## config.mk

```make
export PLATFORM = sky130hd
export DESIGN_NAME = vtc_cpu_regs
export DESIGN_NICKNAME = d
export VERILOG_FILES = /design/src/rtl/vtc_regs_pkg.sv /design/src/rtl/vtc_regs_ctrl.sv /design/src/rtl/vtc_regs_data.sv /design/src/rtl/vtc_cpu_regs.sv
export SDC_FILE = /design/constraint.sdc
export NUM_CORES = 1
export LEC_CHECK = 0
export BUFFER_PORTS_ARGS = -buffer_cell sky130_fd_sc_hd__buf_4
export CAP_MARGIN = 20
export CORE_ASPECT_RATIO = 0.75
export CORE_MARGIN = 10
export CORE_UTILIZATION = 55
export CTS_CLUSTER_SIZE = 14
export DETAILED_ROUTE_END_ITERATION = 7
export HOLD_SLACK_MARGIN = 0.06
export PLACE_DENSITY = 0.84
export SETUP_SLACK_MARGIN = 0.5
export SYNTH_ARGS = -nofsm -noshare
export SYNTH_HDL_FRONTEND = slang
export SYNTH_SLANG_ARGS = --single-unit
```

## constraint.sdc

```tcl
create_clock -name clk -period 5.75 [get_ports clk]
set_input_delay 0.8625 -clock clk [delete_from_list [all_inputs] [get_ports clk]]
set_output_delay 0.8625 -clock clk [all_outputs]
set_load 0.02 [all_outputs]
```

## src/rtl/vtc_regs_pkg.sv

```systemverilog
package vtc_regs_pkg;
  localparam int DATA_W      = 8;
  localparam int ADDR_W      = 5;
  localparam int NUM_STORED  = 16;
  localparam int BLINK_W     = 5;
  localparam int BLINK_LOAD  = 16;
  localparam int IDX_CSTART  = 10;
  localparam int IDX_CPOS_HI = 14;
  localparam int IDX_CPOS_LO = 15;
  localparam int IDX_PEN_HI  = 16;
  localparam int IDX_PEN_LO  = 17;

  typedef struct packed {
    logic addrWr;
    logic regWr;
    logic statusRd;
    logic regRd;
  } strobes_t;

  function automatic logic [DATA_W-1:0] regMask(input int idx);
    case (idx)
      4, 6, 7, 10, 11: regMask = 8'h7F;
      5, 9:            regMask = 8'h1F;
      12, 14:          regMask = 8'h3F;
      default:         regMask = 8'hFF;
    endcase
  endfunction
endpackage

```

## src/rtl/vtc_regs_ctrl.sv

```systemverilog
module vtc_regs_ctrl
  import vtc_regs_pkg::*;
#(
  parameter int ADDR_BITS = ADDR_W,
  parameter int STORED    = NUM_STORED
) (
  input  logic                 chipSel,
  input  logic                 regSel,
  input  logic                 wrEn,
  input  logic                 rdEn,
  input  logic [ADDR_BITS-1:0] addrQ,
  output strobes_t             strobes
);
  logic wrCycle;
  logic rdCycle;
  logic addrMapped;

  assign wrCycle    = chipSel & wrEn;
  assign rdCycle    = chipSel & rdEn;
  assign addrMapped = (int'(addrQ) < STORED);

  always_comb begin
    strobes          = '0;
    strobes.addrWr   = wrCycle & ~regSel;
    strobes.regWr    = wrCycle & regSel & addrMapped;
    strobes.statusRd = rdCycle & ~regSel;
    strobes.regRd    = rdCycle & regSel;
  end
endmodule

```

## src/rtl/vtc_regs_data.sv

```systemverilog
module vtc_regs_data
  import vtc_regs_pkg::*;
#(
  parameter int ADDR_BITS = ADDR_W,
  parameter int STORED    = NUM_STORED,
  localparam int BANK_W   = STORED * DATA_W
) (
  input  logic                 clk,
  input  logic                 rst_n,
  input  strobes_t             strobes,
  input  logic [DATA_W-1:0]    wrData,
  input  logic                 vRetrace,
  output logic [ADDR_BITS-1:0] addrQ,
  output logic [DATA_W-1:0]    rdData,
  output logic [BANK_W-1:0]    regBank,
  output logic [1:0]           cursorMode,
  output logic                 blinkOn,
  output logic [BLINK_W-1:0]   blinkCnt
);
  logic [DATA_W-1:0] bankQ [STORED];
  logic [1:0]        newMode;
  logic              cstartWr;

  always_ff @(posedge clk or negedge rst_n) begin
    if (!rst_n) addrQ <= '0;
    else if (strobes.addrWr) addrQ <= wrData[ADDR_BITS-1:0];
  end

  for (genvar g = 0; g < STORED; g++) begin : gReg
    always_ff @(posedge clk or negedge rst_n) begin
      if (!rst_n) bankQ[g] <= '0;
      else if (strobes.regWr && int'(addrQ) == g) bankQ[g] <= wrData & regMask(g);
    end
    assign regBank[g*DATA_W +: DATA_W] = bankQ[g];
  end

  assign newMode  = wrData[6:5] ^ 2'b01;
  assign cstartWr = strobes.regWr && int'(addrQ) == IDX_CSTART;

  always_ff @(posedge clk or negedge rst_n) begin
    if (!rst_n) begin
      cursorMode <= '0;
      blinkOn    <= 1'b0;
      blinkCnt   <= '0;
    end else if (cstartWr && newMode != cursorMode) begin
      cursorMode <= newMode;
      blinkOn    <= 1'b1;
      blinkCnt   <= BLINK_W'(BLINK_LOAD);
    end
  end

  always_comb begin
    rdData = '0;
    if (strobes.statusRd) begin
      rdData[5] = vRetrace;
    end else if (strobes.regRd) begin
      case (int'(addrQ))
        IDX_CPOS_HI, IDX_CPOS_LO: rdData = bankQ[addrQ[$clog2(STORED)-1:0]];
        IDX_PEN_HI, IDX_PEN_LO:   rdData = '1;
        default:                  rdData = '0;
      endcase
    end
  end
endmodule

```

## src/rtl/vtc_cpu_regs.sv

```systemverilog
module vtc_cpu_regs
  import vtc_regs_pkg::*;
(
  input  logic                          clk,
  input  logic                          rst_n,
  input  logic                          chipSel,
  input  logic                          regSel,
  input  logic                          wrEn,
  input  logic                          rdEn,
  input  logic [DATA_W-1:0]             wrData,
  output logic [DATA_W-1:0]             rdData,
  input  logic                          vRetrace,
  output logic [NUM_STORED*DATA_W-1:0]  regBank,
  output logic [1:0]                    cursorMode,
  output logic                          blinkOn,
  output logic [BLINK_W-1:0]            blinkCnt
);
  strobes_t          strobes;
  logic [ADDR_W-1:0] addrQ;

  vtc_regs_ctrl #(.ADDR_BITS(ADDR_W), .STORED(NUM_STORED)) u_ctrl (
    .chipSel (chipSel),
    .regSel  (regSel),
    .wrEn    (wrEn),
    .rdEn    (rdEn),
    .addrQ   (addrQ),
    .strobes (strobes)
  );

  vtc_regs_data #(.ADDR_BITS(ADDR_W), .STORED(NUM_STORED)) u_data (
    .clk        (clk),
    .rst_n      (rst_n),
    .strobes    (strobes),
    .wrData     (wrData),
    .vRetrace   (vRetrace),
    .addrQ      (addrQ),
    .rdData     (rdData),
    .regBank    (regBank),
    .cursorMode (cursorMode),
    .blinkOn    (blinkOn),
    .blinkCnt   (blinkCnt)
  );
endmodule

```

[After elaboration in Yosys (flattened, before gate mapping)]
Index checks and enable logic that the tools add are counted.
Storage, ports and cells
  output and inout port bits: 144
  input port bits: 15
  logic and storage cells: 79
  register bits: 121
Operators by class
  magnitude comparators: 2
  reduce and logical (&&, ||, !) cells: 20
  mux-type cells: 8
  bitwise gates (word level): 10
  equal/unequal tests: 20
Operators with widths (number)
  $eq A5 B5 Y1 const B: 10
  $bmux W8 S4: 1
  $eq A5 B4 Y1 const B: 6
  $mux W8: 3
  $logic_and A1 B1 Y1: 17
  $pmux W8 S2: 1
  $eq A5 B3 Y1 const B: 2
  $and A1 B1 Y1: 7
  $eq A5 B2 Y1 const B: 1
  $ge A5 B5 Y1 const B: 1
  $logic_not A5 Y1: 1
  $lt A5 B5 Y1 const B: 1
  $mux W5: 1
  $not A4 Y5: 1
  $reduce_or A2 Y1: 2
  $mux W2: 1
  $ne A2 B2 Y1: 1
  $not A1 Y1: 2
  $mux W1: 1

[Logic depth before layout (Yosys ltp)]
  depth in word-level cells: 7
  depth in mapped cells: 6
  gate-level depth less buffers: 3

[By module]
A second synthesis with hierarchy kept.
Unflattened totals
  cells, all modules: 338
  area total of the unflattened synthesis: 5088.6 um2
Modules (own cells, without submodules)
  vtc_regs_data: cells an instance 334, sequential area each 3027.9 um2, instances 1, area an instance 5051.1 um2
  vtc_regs_ctrl: cells an instance 4, sequential area each 0.0 um2, instances 1, area an instance 37.5 um2

[Least setup slack after synthesis]
OpenSTA, ideal clock, no wires.
  path kind: flip-flop to output port
  start point: register u_data.addrQ[1]
  end point: output port rdData[5]
  required time: 4.888 ns
  setup slack: 3.206 ns
  data arrival time: 1.682 ns
  cell stages (with the launch flop): 6
  buffers on the path: 2
  cells stage by stage: dfrtp_1 clkbuf_2 buf_2 nor4b_2 a21oi_1 a21oi_1
Between the ends
  word-level cells in the longest chain between the ends: 7
RTL lines
  from (decl): line vtc_regs_data.sv:13  | output logic [ADDR_BITS-1:0] addrQ,
  from (signal assigned): line vtc_regs_data.sv:26  | else if (strobes.addrWr) addrQ <= wrData[ADDR_BITS-1:0];
  $not A4 Y5 (implied by the code): line vtc_regs_data.sv:58  | IDX_CPOS_HI, IDX_CPOS_LO: rdData = bankQ[addrQ[$clog2(STORED)-1:0]];
  $bmux W8 S4: line vtc_regs_data.sv:58
  $mux W8 (implied by the code) (2 in series): line vtc_regs_data.sv:58
  $pmux W8 S2 (*): line vtc_regs_data.sv:57  | case (int'(addrQ))
  $mux W8 (*): line vtc_regs_data.sv:56  | end else if (strobes.regRd) begin
  $mux W1 (*): line vtc_regs_data.sv:54  | if (strobes.statusRd) begin
  to (decl): line vtc_cpu_regs.sv:11  | output logic [DATA_W-1:0] rdData,
Mark *: on every way between the ends. The rest lies on a longest branch, timed or not. The select of a mux whose other input is x is not followed.

[Worst setup path after layout]
Same ends and word-level chain as after synthesis.

==> qor.txt <==
Setup TNS -> 0 ns
Most used DFF post-synth -> dfrtp_1
Status -> finished clean
Slowest stage delay, CP -> 0.78 ns
Area growth syn-to-layout -> 33.3%
Post-Route WL -> 13.5 mm
Root buf cell -> clkbuf_16
Vias/cell -> 5.27
WL/cell -> 21.8 um
Worst Max-Slew Pin Slew -> 0.854 ns
Max FO, Critical Path -> 16
Final Cycle Share -> 54.1%
Fmax -> 321 MHz
Pwr dens -> 483 nW/um2
Mean Syn Cell Area -> 15.2 um2
Bufs on Longest Clock Path -> 2
Ports -> 159
Antenna-violating nets left -> 0
Synth cell count leaders -> dfrtp_1 (121), mux2_2 (118), buf_4 (22), clkbuf_1 (9), nor2_1 (9)
CTS tree -> done
WP data arrival -> 2.25 ns
CP max-delay cell -> nor4b_2
Most numerous cell in the Yosys netlist -> dfrtp_1
CP Data Required Time -> 4.89 ns
Clk pin slew, worst setup/hold paths -> 0.05 ns
R2R setup slack -> 3.16 ns
CTS H-tree lvls -> 4
Layout cells sized above 1 -> 62.2%
Initial antenna violation count -> 0
Vias in the first global route -> 3723
P_leak -> 3.52 nW
Final hold vios -> 0
Gr ovfl total -> 0
Die Span X -> 132 um
Tot Pwr -> 3.30 mW
First-pass GRT wire length -> 21.7 mm
Largest net degree at the start of global routing -> 69
WS Path Type -> flop to output port
# nets final -> 492
Fraction of registers with async set/reset -> 100%
Die Area -> 13600 um2
Final Wtd Congestion -> 0.757
Core Box Area -> 9080 um2
Vias -> 3257
Fin. max-slew vios -> 0
DR pass1 iterations -> 4
Die H -> 104 um
Synthesized instance count -> 338
Post-CTS setup buffers -> 0
Path type of the worst min-delay path -> flop to flop
CTS sink cnt -> 121
Clk_lat worst skew -> 0.41 ns
Relative slew margins -> 43.1%
Hold buffer count at cts -> 0
Row count -> 30
Cell taking the most area after synthesis -> dfrtp_1
Post-synth top area share -> 59.0%
Crit path max-delay family -> simple AND/OR/NAND/NOR gates
PortBufs -> 139
Worst setup EP type -> output port
Initial DRC Count -> 184
Worst vdd ir -> 319 uV
Post-Syn Area -> 5130 um2
DRC Markers -> 0
Resized Gates After CTS -> 0
Tot GR Track Use -> 20.1%
Synth warn -> 0
Number of setup violations in the final report -> 0
RSZ-0062 raised after global routing -> no
Worst path buffer plus inverter count -> 1
Sequential area share after synthesis -> 59.0%
Period minus WS final -> 3.11 ns
Starting Density -> 56.5%
Post-synth EDFFs -> 0
Max Cap Viol -> 0
Worst Clk Skew -> 0.0102 ns
Cell repeated most along the worst path -> a21oi_1
ANT cells -> 0
Total CTS buffers -> 17
Startpoint Class -> flop
Largest cells by area after synthesis -> dfrtp_1 (59%), mux2_2 (26%), buf_4 (3.2%), mux2_4 (2.0%), nor4_4 (1.2%)
Worst path cell trace -> nor4b_2, a21oi_1, a21oi_1, buf_4
Distinct cells, synth -> 35
Yosys reg bits -> 121
DP Wirelength -> 9.25 mm
-- cell usage in the layout, fill, tap and decap left out, types with 2 or more instances in the layout --
cell,count
clkbuf_8,4
nor4b_2,2
buf_4,140
bufinv_16,6
conb_1,19
inv_1,2
mux2_2,118
and4b_1,2
clkbuf_1,4
nand4_1,2
a21oi_1,7
nor2_1,9
nor4_4,3
mux2_4,7
nand2_1,2
dfrtp_1,121
clkbuf_16,17
nor3_2,2
nand4b_1,3
nand3_1,4
-- where the power goes --
part | internal (mW) | leakage, nW | switching, mW | total, mW
sequential | 1.05 | 1.61 | 0.143 | 1.19
clock | 0.859 | 0.332 | 0.353 | 1.21
combinational | 0.417 | 1.58 | 0.476 | 0.893
total | 2.33 | 3.52 | 0.973 | 3.30
-- layout make-up --
type	count	area (um2)
Clock inverter	7	185
Multi-Input combinational cell	195	1910
Sequential cell	121	3030
Clock buffer	25	495
Fill cell	588	2250
Timing Repair Buffer	140	1050
Tap cell	128	160
Inverter	2	7.51
-- metrics by stage --
stage | hold WS (ns) | worst slack, ns | std cells | instance area (um2) | util [%]
3_5_place_dp | 0.495 | 2.75 | 586 | 6150 | 67.8
2_1_floorplan | 0.539 | 3.21 | 356 | 5200 | -
4_1_cts | 0.508 | 2.60 | 618 | 6840 | 75.2
6_report | 0.502 | 2.64 | 618 | 6840 | 75.2
3_3_place_gp | 0.490 | 2.77 | 586 | 6150 | 67.8
5_1_grt | 0.521 | 2.49 | 618 | 6840 | 75.2
-- kinds of logic (layout without fill, tap and decap cells) --
group / Yosys count / count (layout) / synth area share, %
flops: 121 / 121 / 59.0
other cells: 1 / 19 / 0.0731
simple gates: 37 / 37 / 6.03
mux: 126 / 126 / 28.2
xor+xnor: 2 / 2 / 0.342
compound gates: 11 / 11 / 1.29
buf+inv: 40 / 174 / 5.07
-- path summary, 6_finish.rpt --
kind	end	cells past startpoint	start
min in group asynchronous	u_data.regBank[106]$_DFFE_PN0P_	1	rst_n
setup reg to reg	u_data.regBank[114]$_DFFE_PN0P_	3	u_data.addrQ[4]$_DFFE_PN0P_
max in group asynchronous	u_data.regBank[89]$_DFFE_PN0P_	2	rst_n
hold reg to reg	u_data.regBank[10]$_DFFE_PN0P_	1	u_data.regBank[10]$_DFFE_PN0P_
hold / removal	u_data.regBank[10]$_DFFE_PN0P_	1	u_data.regBank[10]$_DFFE_PN0P_
setup / recovery	rdData[5]	4	u_data.addrQ[1]$_DFFE_PN0P_
-- sequential cells by signal, summed over array words and instances, names as in the netlist --
register           flops
u_data.cursorMode      2
u_data.addrQ           5
u_data.regBank       113
u_data.blinkCnt        1
-- layer usage --
| layer | wire length (um) | global-route usage (%) |
|---|---|---|
| met3 | 1270 | 9.60 |
| met1 | 5600 | 23.9 |
| met5 | 0 | 0 |
| met4 | 120 | 6.10 |
| met2 | 6500 | 31.6 |
-- worst register-to-register path, cell delays in order, from the launching register on --
cell,delay (ns)
dfrtp_1,0.42
nand4b_1,0.71
nor4b_2,0.93
mux2_2,0.42
(Power assumes the default switching activity.)
